## src/rtl/uart_rx_xfer.sv

```systemverilog
module uart_rx_xfer #(
  parameter int OSR_DIV    = 4,
  parameter int FIFO_DEPTH = 4,
  parameter int LEN_W      = 10,
  parameter int STALE_W    = 4
) (
  input  logic               clk,
  input  logic               rst_n,
  input  logic               rxd,
  input  logic               cmd_valid,
  input  logic [2:0]         cmd_code,
  input  logic               len_wr,
  input  logic [LEN_W-1:0]   len_val,
  input  logic [STALE_W-1:0] stale_tmo,
  input  logic               rd_en,
  output logic [31:0]        rd_data,
  output logic               data_ready,
  output logic               overrun,
  output logic               framing_err,
  output logic               stale_flag,
  output logic               xfer_done,
  output logic [LEN_W-1:0]   snap_count
);
  localparam int DIV_W      = $clog2(OSR_DIV + 1);
  localparam int PTR_W      = (FIFO_DEPTH > 1) ? $clog2(FIFO_DEPTH) : 1;
  localparam int CHAR_TICKS = 16 * 10;

  typedef enum logic [1:0] {S_IDLE, S_START, S_DATA, S_STOP} rx_st_t;

  logic [2:0]       rx_sync;
  logic [DIV_W-1:0] div_cnt;
  rx_st_t           st;
  logic [3:0]       ph;
  logic [2:0]       bitn;
  logic [7:0]       sh;
  logic             chr_vld, ferr_evt;

  wire rx_s = rx_sync[1];
  wire fall = rx_sync[2] & ~rx_sync[1];
  wire tick = (div_cnt == DIV_W'(OSR_DIV - 1));

  wire c_rst_rx    = cmd_valid && cmd_code == 3'd1;
  wire c_rst_err   = cmd_valid && cmd_code == 3'd2;
  wire c_rst_stale = cmd_valid && cmd_code == 3'd3;
  wire c_en_stale  = cmd_valid && cmd_code == 3'd4;
  wire c_dis_stale = cmd_valid && cmd_code == 3'd5;

  always_ff @(posedge clk or negedge rst_n) begin
    if (!rst_n) begin
      rx_sync  <= 3'b111;
      div_cnt  <= '0;
      st       <= S_IDLE;
      ph       <= '0;
      bitn     <= '0;
      sh       <= '0;
      chr_vld  <= 1'b0;
      ferr_evt <= 1'b0;
    end else begin
      rx_sync  <= {rx_sync[1:0], rxd};
      div_cnt  <= tick ? '0 : div_cnt + 1'b1;
      chr_vld  <= 1'b0;
      ferr_evt <= 1'b0;
      case (st)
        S_IDLE:  if (fall) begin st <= S_START; ph <= '0; end
        S_START: if (tick) begin
          if (ph == 4'd7) begin
            ph   <= '0;
            bitn <= '0;
            st   <= rx_s ? S_IDLE : S_DATA;
          end else ph <= ph + 1'b1;
        end
        S_DATA:  if (tick) begin
          ph <= ph + 1'b1;
          if (ph == 4'd15) begin
            sh   <= {rx_s, sh[7:1]};
            bitn <= bitn + 1'b1;
            if (bitn == 3'd7) st <= S_STOP;
          end
        end
        default: if (tick) begin
          ph <= ph + 1'b1;
          if (ph == 4'd15) begin
            chr_vld  <= rx_s;
            ferr_evt <= ~rx_s;
            st       <= S_IDLE;
          end
        end
      endcase
    end
  end

  logic [7:0]         idle_tick;
  logic [STALE_W-1:0] idle_chars;

  always_ff @(posedge clk or negedge rst_n) begin
    if (!rst_n) begin
      idle_tick  <= '0;
      idle_chars <= '0;
    end else if (st != S_IDLE || len_wr) begin
      idle_tick  <= '0;
      idle_chars <= '0;
    end else if (tick) begin
      if (idle_tick == 8'(CHAR_TICKS - 1)) begin
        idle_tick <= '0;
        if (idle_chars != '1) idle_chars <= idle_chars + 1'b1;
      end else idle_tick <= idle_tick + 1'b1;
    end
  end

  logic [31:0]      mem [FIFO_DEPTH];
  logic [PTR_W-1:0] wp, rp;
  logic [PTR_W:0]   level;
  logic [31:0]      wbuf, nxt_buf;
  logic [1:0]       bidx;
  logic [LEN_W-1:0] cnt, len_q;
  logic             active, stale_en;

  wire full      = (level == (PTR_W+1)'(FIFO_DEPTH));
  wire accept    = chr_vld && active && !full;
  wire last      = accept && (cnt + 1'b1 == len_q);
  wire stale_evt = stale_en && active && cnt != '0 && stale_tmo != '0 && idle_chars == stale_tmo;
  wire push      = (accept && (bidx == 2'd3 || last)) || (stale_evt && bidx != 2'd0);
  wire pop       = rd_en && level != '0;

  always_comb begin
    nxt_buf = wbuf;
    nxt_buf[{bidx, 3'b000} +: 8] = sh;
  end

  always_ff @(posedge clk) begin
    if (push && !c_rst_rx) mem[wp] <= accept ? nxt_buf : wbuf;
  end

  always_ff @(posedge clk or negedge rst_n) begin
    if (!rst_n) begin
      wp <= '0; rp <= '0; level <= '0;
      wbuf <= '0; bidx <= '0; cnt <= '0; len_q <= '0;
      active <= 1'b0; stale_en <= 1'b0;
      overrun <= 1'b0; framing_err <= 1'b0; stale_flag <= 1'b0;
      xfer_done <= 1'b0; snap_count <= '0;
    end else begin
      xfer_done <= last || stale_evt;
      if (last)           snap_count <= cnt + 1'b1;
      else if (stale_evt) snap_count <= cnt;

      if (c_rst_rx) begin
        wp <= '0; rp <= '0; level <= '0;
        wbuf <= '0; bidx <= '0; cnt <= '0;
      end else begin
        if (push) wp <= (wp == PTR_W'(FIFO_DEPTH - 1)) ? '0 : wp + 1'b1;
        if (pop)  rp <= (rp == PTR_W'(FIFO_DEPTH - 1)) ? '0 : rp + 1'b1;
        level <= level + (PTR_W+1)'(push) - (PTR_W+1)'(pop);
        if (len_wr) cnt <= '0;
        else if (accept) cnt <= cnt + 1'b1;
        if (push) begin
          wbuf <= '0;
          bidx <= '0;
        end else if (accept) begin
          wbuf <= nxt_buf;
          bidx <= bidx + 1'b1;
        end
      end

      if (len_wr) begin
        active <= 1'b1;
        len_q  <= len_val;
      end else if (last || stale_evt) active <= 1'b0;

      if (c_en_stale)       stale_en <= 1'b1;
      else if (c_dis_stale) stale_en <= 1'b0;

      if (stale_evt)   stale_flag <= 1'b1;
      if (c_rst_stale) stale_flag <= 1'b0;

      if (chr_vld && active && full) overrun <= 1'b1;
      if (ferr_evt)                  framing_err <= 1'b1;
      if (c_rst_err) begin
        overrun     <= 1'b0;
        framing_err <= 1'b0;
      end
    end
  end

  assign data_ready = (level != '0);
  assign rd_data    = mem[rp];
endmodule

```

## config.mk

```make
export PLATFORM = sky130hd
export DESIGN_NAME = uart_rx_xfer
export DESIGN_NICKNAME = d
export VERILOG_FILES = /design/src/rtl/uart_rx_xfer.sv
export SDC_FILE = /design/constraint.sdc
export NUM_CORES = 1
export LEC_CHECK = 0
export BUFFER_PORTS_ARGS = -buffer_cell sky130_fd_sc_hd__clkbuf_2
export CAP_MARGIN = 20
export CORE_MARGIN = 2
export CORE_UTILIZATION = 60
export DETAILED_ROUTE_END_ITERATION = 10
export PLACE_DENSITY_LB_ADDON = 0.15
export SETUP_SLACK_MARGIN = 0.02
export SLEW_MARGIN = 20
export SYNTH_ARGS = -nofsm -noshare
export SYNTH_HDL_FRONTEND = slang
export SYNTH_SLANG_ARGS = --single-unit
```

## constraint.sdc

```tcl
create_clock -name clk -period 4.54 [get_ports clk]
set_clock_uncertainty 0.15 [all_clocks]
set_input_delay 0.454 -clock clk [delete_from_list [all_inputs] [get_ports clk]]
set_output_delay 0.454 -clock clk [all_outputs]
set_load 0.05 [all_outputs]
```

==> results.yml <==
routing:
  vias_per_cell: 5.82
  num_vias: 6329
  drt_first_pass_iters: 4
  drc_errors: 0
  wirelength_mm: 20.4
  ant_nets: 0
  routedWlPerCell_um: 18.8
  drt-initial-drc-count: 504
pwr:
  swShare_pct: 24.6
  power_frac_seq_pct: 51.9
  combPwrFrac_pct: 9.0
  p_leak_nw: 5.02
  internal_power_mw: 3.70
  clockPowerShare_pct: 39.1
  vdd_ir_drop_max_mv: 0.283
  power.switching_mw: 1.21
  p_per_area_nw_per_um2: 417
critical_path:
  cp.arrival_ps: 4240
  r2r_end: "level[2]$_DFF_PN0_"
  cp.required_ps: 4770
  crit_path_start_kind: "register"
  startpoint: "cnt[0]$_DFFE_PN0P_"
  end_kind: "register"
  timing.reg2reg.setup_slack_ps: 520
  rr_startpoint: "cnt[0]$_DFFE_PN0P_"
  setup.worst_path.class: "register to register"
  reg2reg_depth: 16
  cp_max_fo: 11
  cp-endpoint: "level[2]$_DFF_PN0_"
final_layout:
  diodes: 0
  final_nets: 889
  drive_gt1_share_pct: 21.8
  syn2layout_area_growth_pct: 12.2
  stdcell_count: 1087
timing:
  worst_slew_pin_slew_ps: 955
  hold_viol_final: 0
  clock.fmax_mhz: 249
  period_share_pct: 88.5
  grt_setup_unrepaired: "false"
  slew_headroom_pct: 36.4
  finalMaxSlewViolations: 0
  final.min_clock_period_ps: 4020
  setup_viol: 0
  tns_ps: 0
die:
  die_y_um: 136
  boundaryPins: 70
  core_sq_um: 17200
  dieArea_sq_um: 18600
  start_util_pct: 61.1
  die_w_um: 136
  rows: 48
clocking:
  cts.sinks: 242
  post_cts_resized: 0
  clock_latency_ps: 500
  cts_made_buffers: 24
  max-clock-path-buffers: 3
  cts-root-buf: "clkbuf_16"
  cts_tree: "yes"
  postCtsSetupBuffers: 0
  htreeDepth: 1
  clk_pin_slew_ps: 60
global_routing:
  grt_use_met1_pct: 30.7
  grt_pass1_vias: 6392
  grt_use_met2_pct: 39.9
  antenna_found_initial: 0
  grtUsageMet3_pct: 3.36
  grt_busiest_layer: "met2"
  grt_pass1_wl_mm: 33.2
  grt-ovfl-total: 0
  gr-usage-all-layers_pct: 23.1
  grt_max_degree: 76
worst_hold_path:
  hold_path_class: "primary input to register"
  hold_depth: 2
synth:
  yosys_warnings: 0
  ys_types: 61
  seq_area_frac_synth_pct: 63.9
  netlist_area_sq_um: 10500
  avgSynthCellArea_sq_um: 13.6
  yosysTopAreaCell: "edfxtp_1"
  postSynthNetCount: 816
  synth_area_leaders: "edfxtp_1, dfrtp_1, mux4_2, nand2_1, ha_1"
  synth_edf_count: 128
  netlist.area_leader.share_pct: 36.6
  ys_seq_elements: 242
  async_flop_share_pct: 47.1
  netlist_instances: 771
  synth_ff_type: "edfxtp_1"
placement:
  post-place-cells: 1041
  dpl.hpwl_mm: 13.0
  io_buffers: 69
  place_congestion: 0.830
job:
  drv_cap: 0
run_status:
  status: "finished, final reports clean"
==> how the worst min path moves through the flow <==
stage	start	endpoint	slack (ps)
after floorplan	rst_n	active$_DFFE_PN0P_	8
after global placement	rx_sync[0]$_DFF_PN1_	rx_sync[1]$_DFF_PN1_	200
after detailed placement	rx_sync[0]$_DFF_PN1_	rx_sync[1]$_DFF_PN1_	200
after CTS	len_val[9]	len_q[9]$_DFFE_PN0P_	20
after global routing	len_val[9]	len_q[9]$_DFFE_PN0P_	20
final	len_val[2]	len_q[2]$_DFFE_PN0P_	30
==> placed cells by master (no fill, tap or decap), drive strengths merged, types with 9 or more instances in the layout <==
cell / instances
nor3: 14
dfrtp: 111
mux4: 32
o21ai: 52
a21oi: 16
inv: 24
edfxtp: 128
buf: 11
nand2: 105
nor2b: 38
xnor2: 12
nor2: 42
clkinv: 9
clkbuf: 100
nand3: 15
xor2: 19
and3: 10
ha: 21
mux2: 24
==> layout make-up <==
| class | instances | area, sq um |
|---|---|---|
| Timing Repair Buffer | 81 | 443 |
| Tap cell | 225 | 282 |
| Multi-Input combinational cell | 472 | 3480 |
| Clock buffer | 32 | 682 |
| Fill cell | 1240 | 5410 |
| Inverter | 23 | 86.3 |
| Sequential cell | 242 | 6700 |
| Clock inverter | 12 | 92.6 |
==> flip-flops by register name, summed over array words and instances, names as in the netlist, 2 cells and up <==
signal,flops
bidx,2
bitn,3
cnt,10
div_cnt,3
idle_chars,4
idle_tick,8
len_q,10
level,3
mem,128
ph,4
rp,2
rx_sync,3
sh,8
snap_count,10
st,2
wbuf,32
wp,2
==> synth_stat cells, drive strengths merged, types with 3 or more instances <==
library cell    n
a21o            5
a21oi          16
and2            3
and3           10
buf            10
clkbuf         24
dfrtp         111
dfstp           3
edfxtp        128
ha             21
inv            23
mux2           24
mux4           32
nand2         105
nand2b          4
nand3          15
nand4           5
nand4b          3
nor2           42
nor2b          38
nor3           14
nor3b           4
nor4            3
o21a            3
o21ai          52
o221a           6
o31ai           4
or3             7
xnor2          12
xor2           19
==> power groups by stage <==
stage	clock network, mW	logic [mW]	registers, mW
2_1_floorplan	0	0.413	2.48
3_3_place_gp	0	0.427	2.59
3_5_place_dp	0	0.445	2.60
4_1_cts	1.94	0.447	2.56
5_1_grt	2.03	0.485	2.57
6_report	1.92	0.442	2.55
==> kinds of logic (layout without fill, tap and decap cells) <==
kind of cell             Yosys count  after routing  synth area share [%]
AND/OR/NAND/NOR                  257            257                  11.9
adder cells (fa/ha/maj)           22             22                  2.70
buffers and inverters             57            148                  2.91
AO/OA/AOI/OAI                    104            104                  6.26
flip-flops                       242            242                  63.9
multiplexers                      58             58                  9.75
XOR/XNOR                          31             31                  2.59
==> per-layer routing <==
layer	wire, um	share of wire [%]	vias up
met3	879	4.3	37
met2	10500	51	162
li1	-	-	2945
met4	430	2.1	0
met5	0	0	-
met1	8630	42	3185
==> what timing repair did <==
action	in CTS	in global routing
hold endpoints to repair	18	0
setup endpoints to repair	0	0
hold buffers	2	0
==> critical path, cell delays in order, from the launching register on <==
cell and delay (ps):
dfrtp_1 490, ha_1 420, nand3_1 210, nor2_1 260
xnor2_1 150, nand4_1 200, or3_1 420, nand2b_1 220
inv_1 70, ha_1 270, inv_1 60, ha_1 140
inv_1 50, fa_1 380, xor2_1 190, xnor2_1 140
nor2_1 60
==> through the flow <==
step                      worst slack (ps)  power [mW]  util [%]  hold slack [ps]  area, sq um
after global routing                   263        5.09      68.5             18.4        11800
after floorplan                        848        2.89         -             8.41        10500
final                                  524        4.91      68.5             33.5        11800
after CTS                              562        4.95      68.5             19.9        11800
after global placement                 739        3.02      63.9              197        11000
after detailed placement               575        3.05      63.9              197        11000
No activity file was read; power rests on OpenSTA's default activity.
